<file path="src/rtl/lk_pkg.sv">
package lk_pkg;

   localparam int LK_DW = 32;
   localparam int LK_FLAG_BIT = LK_DW - 1;

   typedef struct packed {
      logic             we;
      logic [LK_DW-1:0] data;
   } lk_wr_t;

   function automatic logic lk_key_hit(input lk_wr_t wr, input logic [LK_DW-1:0] key);
      return wr.we && (wr.data == key);
   endfunction

endpackage

</file>
<file path="src/rtl/lk_key_gate.sv">
module lk_key_gate
   import lk_pkg::*;
#(
   parameter logic [LK_DW-1:0] KEY = 32'hA1A1_1111
) (
   input  logic   clk,
   input  logic   rst_n,
   input  lk_wr_t wr,
   output logic   key_hit,
   output logic   unlocked
);

   assign key_hit = lk_key_hit(wr, KEY);

   always_ff @(posedge clk) begin
      if (!rst_n)       unlocked <= 1'b0;
      else if (key_hit) unlocked <= 1'b1;
   end

endmodule

</file>
<file path="src/rtl/lk_field_bank.sv">
module lk_field_bank #(
   parameter int LOCK_W = 12
) (
   input  logic              clk,
   input  logic              rst_n,
   input  logic [LOCK_W-1:0] shadow,
   input  logic              upd,
   input  logic [LOCK_W-1:0] upd_val,
   output logic [LOCK_W-1:0] lock_q
);

   always_ff @(posedge clk) begin
      if (!rst_n)   lock_q <= shadow;
      else if (upd) lock_q <= upd_val;
   end

endmodule

</file>
<file path="src/rtl/lk_merge.sv">
module lk_merge #(
   parameter int LOCK_W = 12
) (
   input  logic [LOCK_W-1:0] own_lock,
   input  logic [LOCK_W-1:0] other_lock,
   output logic [LOCK_W-1:0] inhibit
);

   for (genvar i = 0; i < LOCK_W; i++) begin : g_or
      assign inhibit[i] = own_lock[i] | other_lock[i];
   end

endmodule

</file>
<file path="src/rtl/blk_lock_reg.sv">
module blk_lock_reg
   import lk_pkg::*;
#(
   parameter int               LOW_W     = 6,
   parameter int               MID_W     = 2,
   parameter int               SMALL_W   = 4,
   parameter int               LOW_LSB   = 0,
   parameter int               MID_LSB   = 8,
   parameter int               SMALL_LSB = 16,
   parameter logic [LK_DW-1:0] KEY       = 32'hA1A1_1111,
   localparam int              LOCK_W    = LOW_W + MID_W + SMALL_W
) (
   input  logic              clk,
   input  logic              rst_n,
   input  logic [LOCK_W-1:0] cfg_word,
   input  logic              reg_we,
   input  logic [LK_DW-1:0]  reg_wdata,
   output logic [LK_DW-1:0]  reg_rdata,
   input  logic [LOCK_W-1:0] sec_lock,
   output logic [LOCK_W-1:0] inhibit
);

   localparam int MID_BASE   = LOW_W;
   localparam int SMALL_BASE = LOW_W + MID_W;

   // elaboration-time layout checks
   if (LOW_W < 1 || MID_W < 1 || SMALL_W < 1) begin : g_bad_width
      initial $fatal(1, "blk_lock_reg: every lock field needs at least one bit");
   end
   if (LOW_LSB + LOW_W > MID_LSB || MID_LSB + MID_W > SMALL_LSB) begin : g_bad_order
      initial $fatal(1, "blk_lock_reg: lock fields overlap");
   end
   if (SMALL_LSB + SMALL_W > LK_FLAG_BIT) begin : g_bad_top
      initial $fatal(1, "blk_lock_reg: lock fields collide with the enable flag");
   end

   lk_wr_t            wr;
   logic              key_hit;
   logic              unlocked;
   logic              upd;
   logic [LOCK_W-1:0] upd_val;
   logic [LOCK_W-1:0] lock_q;

   assign wr.we   = reg_we;
   assign wr.data = reg_wdata;

   lk_key_gate #(.KEY(KEY)) u_key (
      .clk      (clk),
      .rst_n    (rst_n),
      .wr       (wr),
      .key_hit  (key_hit),
      .unlocked (unlocked)
   );

   // the key itself never lands in the lock fields
   assign upd = reg_we && unlocked && !key_hit;

   // bus bit positions -> packed lock vector
   for (genvar i = 0; i < LOW_W; i++) begin : g_low_in
      assign upd_val[i] = reg_wdata[LOW_LSB + i];
   end
   for (genvar i = 0; i < MID_W; i++) begin : g_mid_in
      assign upd_val[MID_BASE + i] = reg_wdata[MID_LSB + i];
   end
   for (genvar i = 0; i < SMALL_W; i++) begin : g_small_in
      assign upd_val[SMALL_BASE + i] = reg_wdata[SMALL_LSB + i];
   end

   lk_field_bank #(.LOCK_W(LOCK_W)) u_bank (
      .clk     (clk),
      .rst_n   (rst_n),
      .shadow  (cfg_word),
      .upd     (upd),
      .upd_val (upd_val),
      .lock_q  (lock_q)
   );

   always_comb begin
      reg_rdata = '0;
      reg_rdata[LK_FLAG_BIT] = unlocked;
      for (int i = 0; i < LOW_W; i++)   reg_rdata[LOW_LSB + i]   = lock_q[i];
      for (int i = 0; i < MID_W; i++)   reg_rdata[MID_LSB + i]   = lock_q[MID_BASE + i];
      for (int i = 0; i < SMALL_W; i++) reg_rdata[SMALL_LSB + i] = lock_q[SMALL_BASE + i];
   end

   lk_merge #(.LOCK_W(LOCK_W)) u_merge (
      .own_lock   (lock_q),
      .other_lock (sec_lock),
      .inhibit    (inhibit)
   );

endmodule

</file>
<file path="config.mk">
export PLATFORM = sky130hd
export DESIGN_NAME = blk_lock_reg
export DESIGN_NICKNAME = d
export VERILOG_FILES = /design/src/rtl/lk_pkg.sv /design/src/rtl/lk_key_gate.sv /design/src/rtl/lk_field_bank.sv /design/src/rtl/lk_merge.sv /design/src/rtl/blk_lock_reg.sv
export SDC_FILE = /design/constraint.sdc
export NUM_CORES = 1
export LEC_CHECK = 0
export ABC_AREA = 1
export ABC_CLOCK_PERIOD_IN_PS = 1400
export BUFFER_PORTS_ARGS = -buffer_cell sky130_fd_sc_hd__buf_2
export CAP_MARGIN = 20
export CORE_ASPECT_RATIO = 1.4
export CORE_MARGIN = 4
export CORE_UTILIZATION = 36
export DETAILED_ROUTE_END_ITERATION = 7
export PLACE_DENSITY = 0.8
export SLEW_MARGIN = 20
export SYNTH_ARGS = -nofsm -noshare
export SYNTH_HDL_FRONTEND = slang
export SYNTH_SLANG_ARGS = --single-unit
</file>
<file path="constraint.sdc">
create_clock -name clk -period 1.4 [get_ports clk]
set_input_delay 0.14 -clock clk [delete_from_list [all_inputs] [get_ports clk]]
set_output_delay 0.14 -clock clk [all_outputs]
set_load 0.05 [all_outputs]
</file>
After elaboration in Yosys (flattened, before gate mapping). Cells that the tools add are included. W data, S select, Z words.

Bitwise operators: 12. Equality and inequality tests: 2. Muxes and demuxes: 2. Reduce and logical (&&, ||, !) cells: 4.

Operators with widths (number): $eq A32 B32 Y1 const B (1); $mux W12 (2); $or A1 B1 Y1 (12); $logic_and A1 B1 Y1 (3); $ne A2 B1 Y1 const B (1); $logic_not A1 Y1 (1).

Register bits after elaboration: 13. Logic and storage cells: 22. Input bits: 59.

Depth between registers and ports, before layout. Gate-level depths: netlist of the first run.

Word-level depth: 6. Mapped depth: 8. Depth with buffers taken out: 8.

Cells and area by module. From an unflattened synthesis of the first run, not the netlist that was laid out.

Cell total of the unflattened synthesis: 171. Area total of the unflattened synthesis: 1097.3 um^2.

Modules (own cells, without submodules): lk_field_bank (area each 525.5 um^2, cells each 53, instances 1); lk_key_gate (area each 272.8 um^2, cells each 59, instances 1); blk_lock_reg (area each 163.9 um^2, cells each 23, instances 1); lk_merge (area each 135.1 um^2, cells each 36, instances 1).

Worst setup path before layout of the first run. Ideal clock, no wire load.

Path type: register to output. From: register u_bank.lock_q[0]. To: output inhibit[0]. Setup slack: 187 ps. Arrival time: 1073 ps. Cell stages (with the launch flop): 2. Path through: edfxtp_1 or2_2.

Cells in the longest elaborated chain, start to end: 1.

RTL lines: from (decl) (line lk_field_bank.sv:9) `output logic [LOCK_W-1:0] lock_q`; from (signal assigned) (line lk_field_bank.sv:13) `if (!rst_n) lock_q <= shadow;`; from (signal assigned) (line lk_field_bank.sv:14) `else if (upd) lock_q <= upd_val;`; $or A1 B1 Y1 (line lk_merge.sv:10) `assign inhibit[i] = own_lock[i] | other_lock[i];`; to (decl) (line blk_lock_reg.sv:20) `output logic [LOCK_W-1:0] inhibit`.

No other way between the ends.

Worst setup path after layout of the first run. Ends and elaborated chain as after synthesis.

==> qor.csv, run 1 <==
metric;value;unit
ys.warnings.count;0;
core-area;0.00270;mm²
postSynthAreaPerCell;7.21;µm²
fin_nets;288;
clkTransAtPathRegs;0.07;ns
placed_cell_area;0.00140;mm²
cts.sinks;13;
critPathKind;flop to primary output;
maxSlewViolCount;0;
peakVddDrop;445;µV
num_rows;22;
rsz0062_at_grt;false;
grt_pass1_vias;947;
start_util;0.387;
via_per_inst;4.02;
pre_cts_ws;-0.0248;ns
cts_buffers;3;
synth_compound_area_frac;0.0371;
route.detailed.drc;0;
routed_wirelength;2450;µm
htreeDepth;1;
setup_viol;0;
min_path_type;input pin to flop;
post_cts_buffers;0;
final_util;0.530;
synth_seq_area_share;0.364;
drtPass1Iterations;4;
grt-ovfl-total;0;
fin_area;0.00143;mm²
muxShareOfSynthArea;0;
antenna_cells;0;
grt_usage;0.125;
ys_types;20;
synth_fa_ha_area_frac;0;
yosys.area_share.simple;0.343;
netlist_area;0.00104;mm²
dr_total_vias;1060;
synthToLayoutAreaGrowth;36.8;%
hold_depth;3;
drt_iter0_markers;9;
yosys_register_bits;13;
cts.repair.resized;0;
finalHoldViolCount;0;
dpl.hpwl;2270;µm
hold_buffers;0;
synth_xor_area_frac;0;
path_max_fanout;2;
fmax;779;MHz
required;1.26;ns
drive_gt1_frac;0.469;
worstPathArrival;1.14;ns
period_needed;1.28;ns
clock-skew-final;0.00311;ns
grt_pass1_wl;3570;µm
max_stage_delay;0.39;ns
wl_per_cell;9.28;µm
ios;103;
maxCapViolations;0;
post-route-period-util;0.917;
grt_max_degree;20;
worstRegToRegCells;4;
crit_chain;or2_2 -> buf_2;
clk_latency;0.26;ns
ant_nets;0;
cp-start-kind;flop;
setup_ws;0.116;ns
cts_tree;done;
total_power;1.17;mW
antenna_found_initial;0;
cellLeakagePower;0.809;nW
die_area;0.00384;mm²
cts_root_buffer;clkbuf_4;
routabilityCongestion;0.752;
synthCells;145;
fillers;294;
outcome;completed;
portBuffers;83;
cts_buffer_depth;2;
die_h;71.7;µm
rrSetupSlack;0.19;ns
die_w;53.5;µm
synth_top_family_by_area;simple AND/OR/NAND/NOR gates;
cellPowerDensity;821;mW/mm²
cp-end-kind;primary output;
slowest_stage;edfxtp_1;
[cell families (layout without fill, tap and decap cells)]
group | count (synthesis) | in the layout
flops | 13 | 13
compound gates | 7 | 7
buf+inv | 45 | 110
other cells | 1 | 19
simple gates | 79 | 79
[critical path: cells and delay by family (launching register included)]
family                 cells  cell delay (ns)
DFF                        1             0.39
buffers and inverters      1             0.21
and+or+nand+nor            1             0.28
[routing by layer]
layer | share of wire | up-vias | GRT usage | routed length, µm
met3 | 0.14 | 2 | 0.0291 | 349
met2 | 0.54 | 67 | 0.255 | 1310
met4 | 0.014 | 0 | 0.0597 | 34
met5 | 0 | - | 0 | 0
met1 | 0.31 | 428 | 0.101 | 753
li1 | - | 563 | - | -
[through the flow]
stage	hold WS [ns]	TNS (ns)	std cells
6_report	0.148	0	264
4_1_cts	0.143	0	264
3_5_place_dp	0.420	-0.295	260
2_1_floorplan	0.319	0	163
3_3_place_gp	0.419	0	260
5_1_grt	0.154	0	264
[cells in the final DEF (no fill, tap or decap)]
cell type	count
nand3_1	2
nor2_2	5
nand3b_1	1
nor2_4	1
edfxtp_1	12
clkbuf_1	1
and2_1	1
inv_8	1
clkbuf_4	3
a21oi_2	1
dfxtp_1	1
nor2_1	9
buf_2	83
inv_2	1
nand2_1	47
or2_2	12
conb_1	19
inv_1	21
o21ai_1	6
nand4_1	1
[registers in the layout, indices dropped and copies added (netlist names)]
signal	flops
u_key.unlocked	1
u_bank.lock_q	12
[power breakdown]
group / internal (mW) / switching [mW]
clock: 0.110 / 0.105
combinational: 0.125 / 0.370
sequential: 0.455 / 0.00882
[final cells by class]
cell class,count,area [µm²],share of cell area
repair buffers,83,415,0.291
well taps,36,45.0,0.0315
flip-flops and latches,13,380,0.266
inverters,23,93.8,0.0657
multi-input cells,105,468,0.327
clock buffers,4,26.3,0.0184
[worst paths after layout]
kind,from,endpoint
hold reg to reg,u_key.unlocked,u_key.unlocked
hold / removal,cfg_word[3],u_bank.lock_q[3]
setup / recovery,u_bank.lock_q[0],inhibit[0]
setup reg to reg,u_key.unlocked,u_bank.lock_q[5]
[synthesized netlist by cell type, drive strengths merged]
cell type	instances	share of area
nand3b	1	0.0072
nand2	47	0.17
edfxtp	12	0.34
buf	22	0.16
o21ai	6	0.029
inv	23	0.090
a21oi	1	0.0084
nor2	15	0.073
dfxtp	1	0.019
nand4	1	0.0060
nand3	2	0.0096
or2	12	0.072
conb	1	0.0036
and2	1	0.0060
No activity file was read; power rests on OpenSTA's default activity.
==> run 2: changes to the inputs <==
ABC_CLOCK_PERIOD_IN_PS = 1650   (was 1400)
CORE_UTILIZATION = 40   (was 36)
CTS_BUF_LIST = sky130_fd_sc_hd__clkbuf_2 sky130_fd_sc_hd__clkbuf_4 sky130_fd_sc_hd__clkbuf_8   (was default)
PLACE_DENSITY = 0.88   (was 0.8)
SLEW_MARGIN = 5   (was 20)
clock period = 1.65 ns   (was 1.4 ns; I/O delays follow)
==> qor.csv, run 2 (same netlist as run 1, synthesis figures left out) <==
metric;value;unit
cts_buffers;3;
outcome;completed;
cp.buffers_inverters;1;
rsz0062_at_grt;false;
critPathKind;flop to primary output;
start_util;0.428;
cp-start-kind;flop;
routed_wirelength;2370;µm
clk_latency;0.27;ns
worstPathArrival;1.16;ns
multiInputGateArea;468;µm²
setup_viol;0;
synthToLayoutAreaGrowth;36.9;%
cts_tree;done;
finalHoldViolCount;0;
maxSlewViolCount;0;
cts_root_buffer;clkbuf_4;
routabilityCongestion;0.720;
setup_ws;0.326;ns
fin_tns_setup;0;ns
dp.cells;258;
cts.repair.resized;0;
cellPowerDensity;714;mW/mm²
total_power;1.02;mW
fillers;244;
cts.sinks;13;
cp-end-kind;primary output;
largest_reg_flops;12;
placed_cell_area;0.00140;mm²
antenna_found_initial;0;
die_w;51.2;µm
num_rows;21;
ios;103;
cts_buffer_depth;2;
grt-ovfl-total;0;
rrSetupSlack;0.39;ns
via_per_inst;4.17;
use_met1;0.120;
fmax;755;MHz
period_needed;1.32;ns
pre_cts_ws;0.173;ns
reg_top3;u_bank.lock_q x12, u_key.unlocked x1;
seq_area;380;µm²
drt_iter0_markers;6;
route.detailed.drc;0;
drive_gt1_frac;0.474;
max_flop_register;u_bank.lock_q;
die_area;0.00350;mm²
htreeDepth;1;
grt_pass1_vias;982;
dr_total_vias;1092;
final_cell_mix;buf_2 (83), nand2_1 (47), inv_1 (21);
final_common_cell;buf_2;
post_cts_buffers;0;
required;1.48;ns
grt_max_degree;20;
grt_pass1_wl;3620;µm
fin_area;0.00143;mm²
grt_usage;0.136;
die_h;68.5;µm
max_stage_delay;0.39;ns
post-route-period-util;0.803;
fin_nets;288;
cellLeakagePower;0.812;nW
min_path_type;input pin to flop;
core-area;0.00244;mm²
path_max_fanout;2;
clkTransAtPathRegs;0.07;ns
cp_top_family;flip-flops;
peakVddDrop;392;µV
drtPass1Iterations;4;
layoutNonFillerInstCount;262;
use_met2;0.274;
antenna_cells;0;
slowest_stage;edfxtp_1;
grt-busiest-layer;met2;
portBuffers;83;
ant_nets;0;
wl_per_cell;9.04;µm
grt_util_met3;0.0349;
dpl.hpwl;2190;µm
clock-skew-final;0.000173;ns
crit_chain;or2_2 -> buf_2;
hold_buffers;0;
maxCapViolations;0;
==> run 2: path summary, 6_finish.rpt <==
check                        start               end  cells after the start
setup / recovery  u_bank.lock_q[5]        inhibit[5]                      2
setup reg to reg    u_key.unlocked  u_bank.lock_q[6]                      4
hold reg to reg     u_key.unlocked    u_key.unlocked                      2
hold / removal         cfg_word[2]  u_bank.lock_q[2]                      3
==> run 2: final cells by class <==
class,count,area share
well taps,34,0.0297
clock buffers,4,0.0210
flip-flops and latches,13,0.266
inverters,23,0.0656
repair buffers,83,0.290
multi-input cells,105,0.327
==> run 2: metal layers <==
layer	part of all wire	wire [µm]
met1	0.33	789
met5	0	0
met2	0.52	1230
met4	0.015	36
met3	0.13	308
==> run 2: worst min-delay path, cell delays in order <==
cell and delay [ns]:
buf_2 0.08, nand2_1 0.04, nand2_1 0.04
==> run 2: where the power goes <==
part	switching (mW)	leakage, nW	internal (mW)
sequential	0.00789	0.127	0.386
combinational	0.313	0.666	0.106
clock	0.0975	0.0184	0.110
==> run 2: per-stage QoR <==
step,hold slack [ns],utilization
detailed placement,0.438,0.573
global placement,0.439,0.573
finish,0.152,0.585
floorplan,0.344,-
CTS,0.163,0.585
global route,0.166,0.585
==> run 3: changes to the inputs <==
ABC_CLOCK_PERIOD_IN_PS = 1240   (was 1650)
CORE_UTILIZATION = 37   (was 40)
PLACE_DENSITY = 0.82   (was 0.88)
clock period = 1.24 ns   (was 1.65 ns; I/O delays follow)
==> qor.csv, run 3 (same netlist as run 1, synthesis figures left out) <==
metric;value;unit
outcome;completed;
finalHoldViolCount;0;
cellPowerDensity;876;mW/mm²
maxSlewViolCount;0;
p_int;846;µW
clkTransAtPathRegs;0.07;ns
final_cell_mix;buf_2 (71), nand2_1 (47), inv_1 (21);
dpl.hpwl;2300;µm
cp-end-kind;primary output;
hold_buffers;0;
routed_wirelength;2560;µm
cellLeakagePower;0.894;nW
cts.sinks;13;
p_comb_frac;0.459;
portBuffers;83;
required;1.12;ns
ant_nets;0;
cts_buffers;3;
cts_tree;done;
grt-ovfl-total;0;
die_area;0.00375;mm²
via_per_inst;4.24;
cp-start-kind;flop;
synthToLayoutAreaGrowth;54.1;%
clk_latency;0.26;ns
maxCapViolations;0;
drive_gt1_frac;0.483;
dr_total_vias;1136;
worstPathArrival;1.06;ns
largest_reg_flops;12;
switching_share;0.401;
drt_iter0_markers;10;
route.detailed.drc;0;
cts_buffer_depth;2;
num_rows;22;
final_util;0.603;
clock_power_share;0.168;
antenna_found_initial;0;
power_frac_seq;0.373;
ios;103;
p_switching;565;µW
grt_pass1_vias;1047;
grt_usage;0.134;
die_w;52.9;µm
max_flop_register;u_bank.lock_q;
rsz0062_at_grt;true;
start_util;0.391;
die_h;70.9;µm
clock-skew-final;0.00135;ns
drtPass1Iterations;4;
core-area;0.00267;mm²
layoutNonFillerInstCount;268;
setup_viol;0;
min_path_type;input pin to flop;
antenna_cells;0;
path_max_fanout;2;
post-route-period-util;0.951;
fmax;848;MHz
fin_nets;292;
period_needed;1.18;ns
wl_per_cell;9.53;µm
grt_pass1_wl;3870;µm
grt_max_degree;20;
peakVddDrop;462;µV
htreeDepth;1;
final_common_cell;buf_2;
reg_top3;u_bank.lock_q x12, u_key.unlocked x1;
cts_root_buffer;clkbuf_4;
dp.cells;262;
routabilityCongestion;0.797;
critPathKind;flop to primary output;
-- run 3: cell type report --
class | instances | area [µm²]
fill | 257 | 1060
timing repair buffer | 87 | 566
multi-input combinational | 105 | 498
sequential | 13 | 380
inverter | 23 | 93.8
tap | 36 | 45.0
clock buffer | 3 | 22.5
clock inverter | 1 | 5.00
-- run 3: path summary, 6_finish.rpt --
kind	end	cells past startpoint	slack, ns	start
max	inhibit[6]	2	0.06	u_bank.lock_q[6]
min reg2reg	u_key.unlocked	2	0.51	u_key.unlocked
min	u_bank.lock_q[2]	3	0.12	cfg_word[2]
max reg2reg	u_bank.lock_q[2]	5	0.18	u_key.unlocked
-- run 3: what timing repair did --
item                       4_1_cts  5_1_grt
setup endpoints to repair       12       12
hold endpoints to repair         0        0
setup buffers                    1        1
gates resized for setup         24       24
-- run 3: metrics by stage --
stage	hold WS, ns	instance area, µm²	TNS, ns	setup slack (ns)	total power, mW
floorplan	0.303	1110	0	0.0433	0.994
global placement	0.394	1420	-0.0644	-0.00656	1.10
detailed placement	0.395	1420	-0.0264	-0.00279	1.10
CTS	0.118	1530	-0.00838	-0.00838	1.38
global route	0.120	1610	-0.00776	-0.00776	1.49
finish	0.123	1610	0	0.0606	1.41
-- run 3: power by group through the flow --
| stage | Combinational, mW | Clock, mW | Sequential, mW |
|---|---|---|---|
| 5_1_grt | 0.689 | 0.270 | 0.531 |
| 2_1_floorplan | 0.364 | 0 | 0.630 |
| 3_5_place_dp | 0.567 | 0 | 0.535 |
| 3_3_place_gp | 0.561 | 0 | 0.535 |
| 6_report | 0.648 | 0.236 | 0.526 |
| 4_1_cts | 0.606 | 0.245 | 0.525 |
-- run 3: routing by layer --
metal / global-route usage / up-vias / part of all wire
met2: 0.261 / 80 / 0.53
met4: 0.0852 / 0 / 0.042
met1: 0.116 / 478 / 0.29
met5: 0 / - / 0
met3: 0.0253 / 10 / 0.13
li1: - / 568 / -
-- run 3: worst max-delay path: stages (launching register included) --
cell and delay (ns):
edfxtp_1 0.40, or2_4 0.25, buf_8 0.15
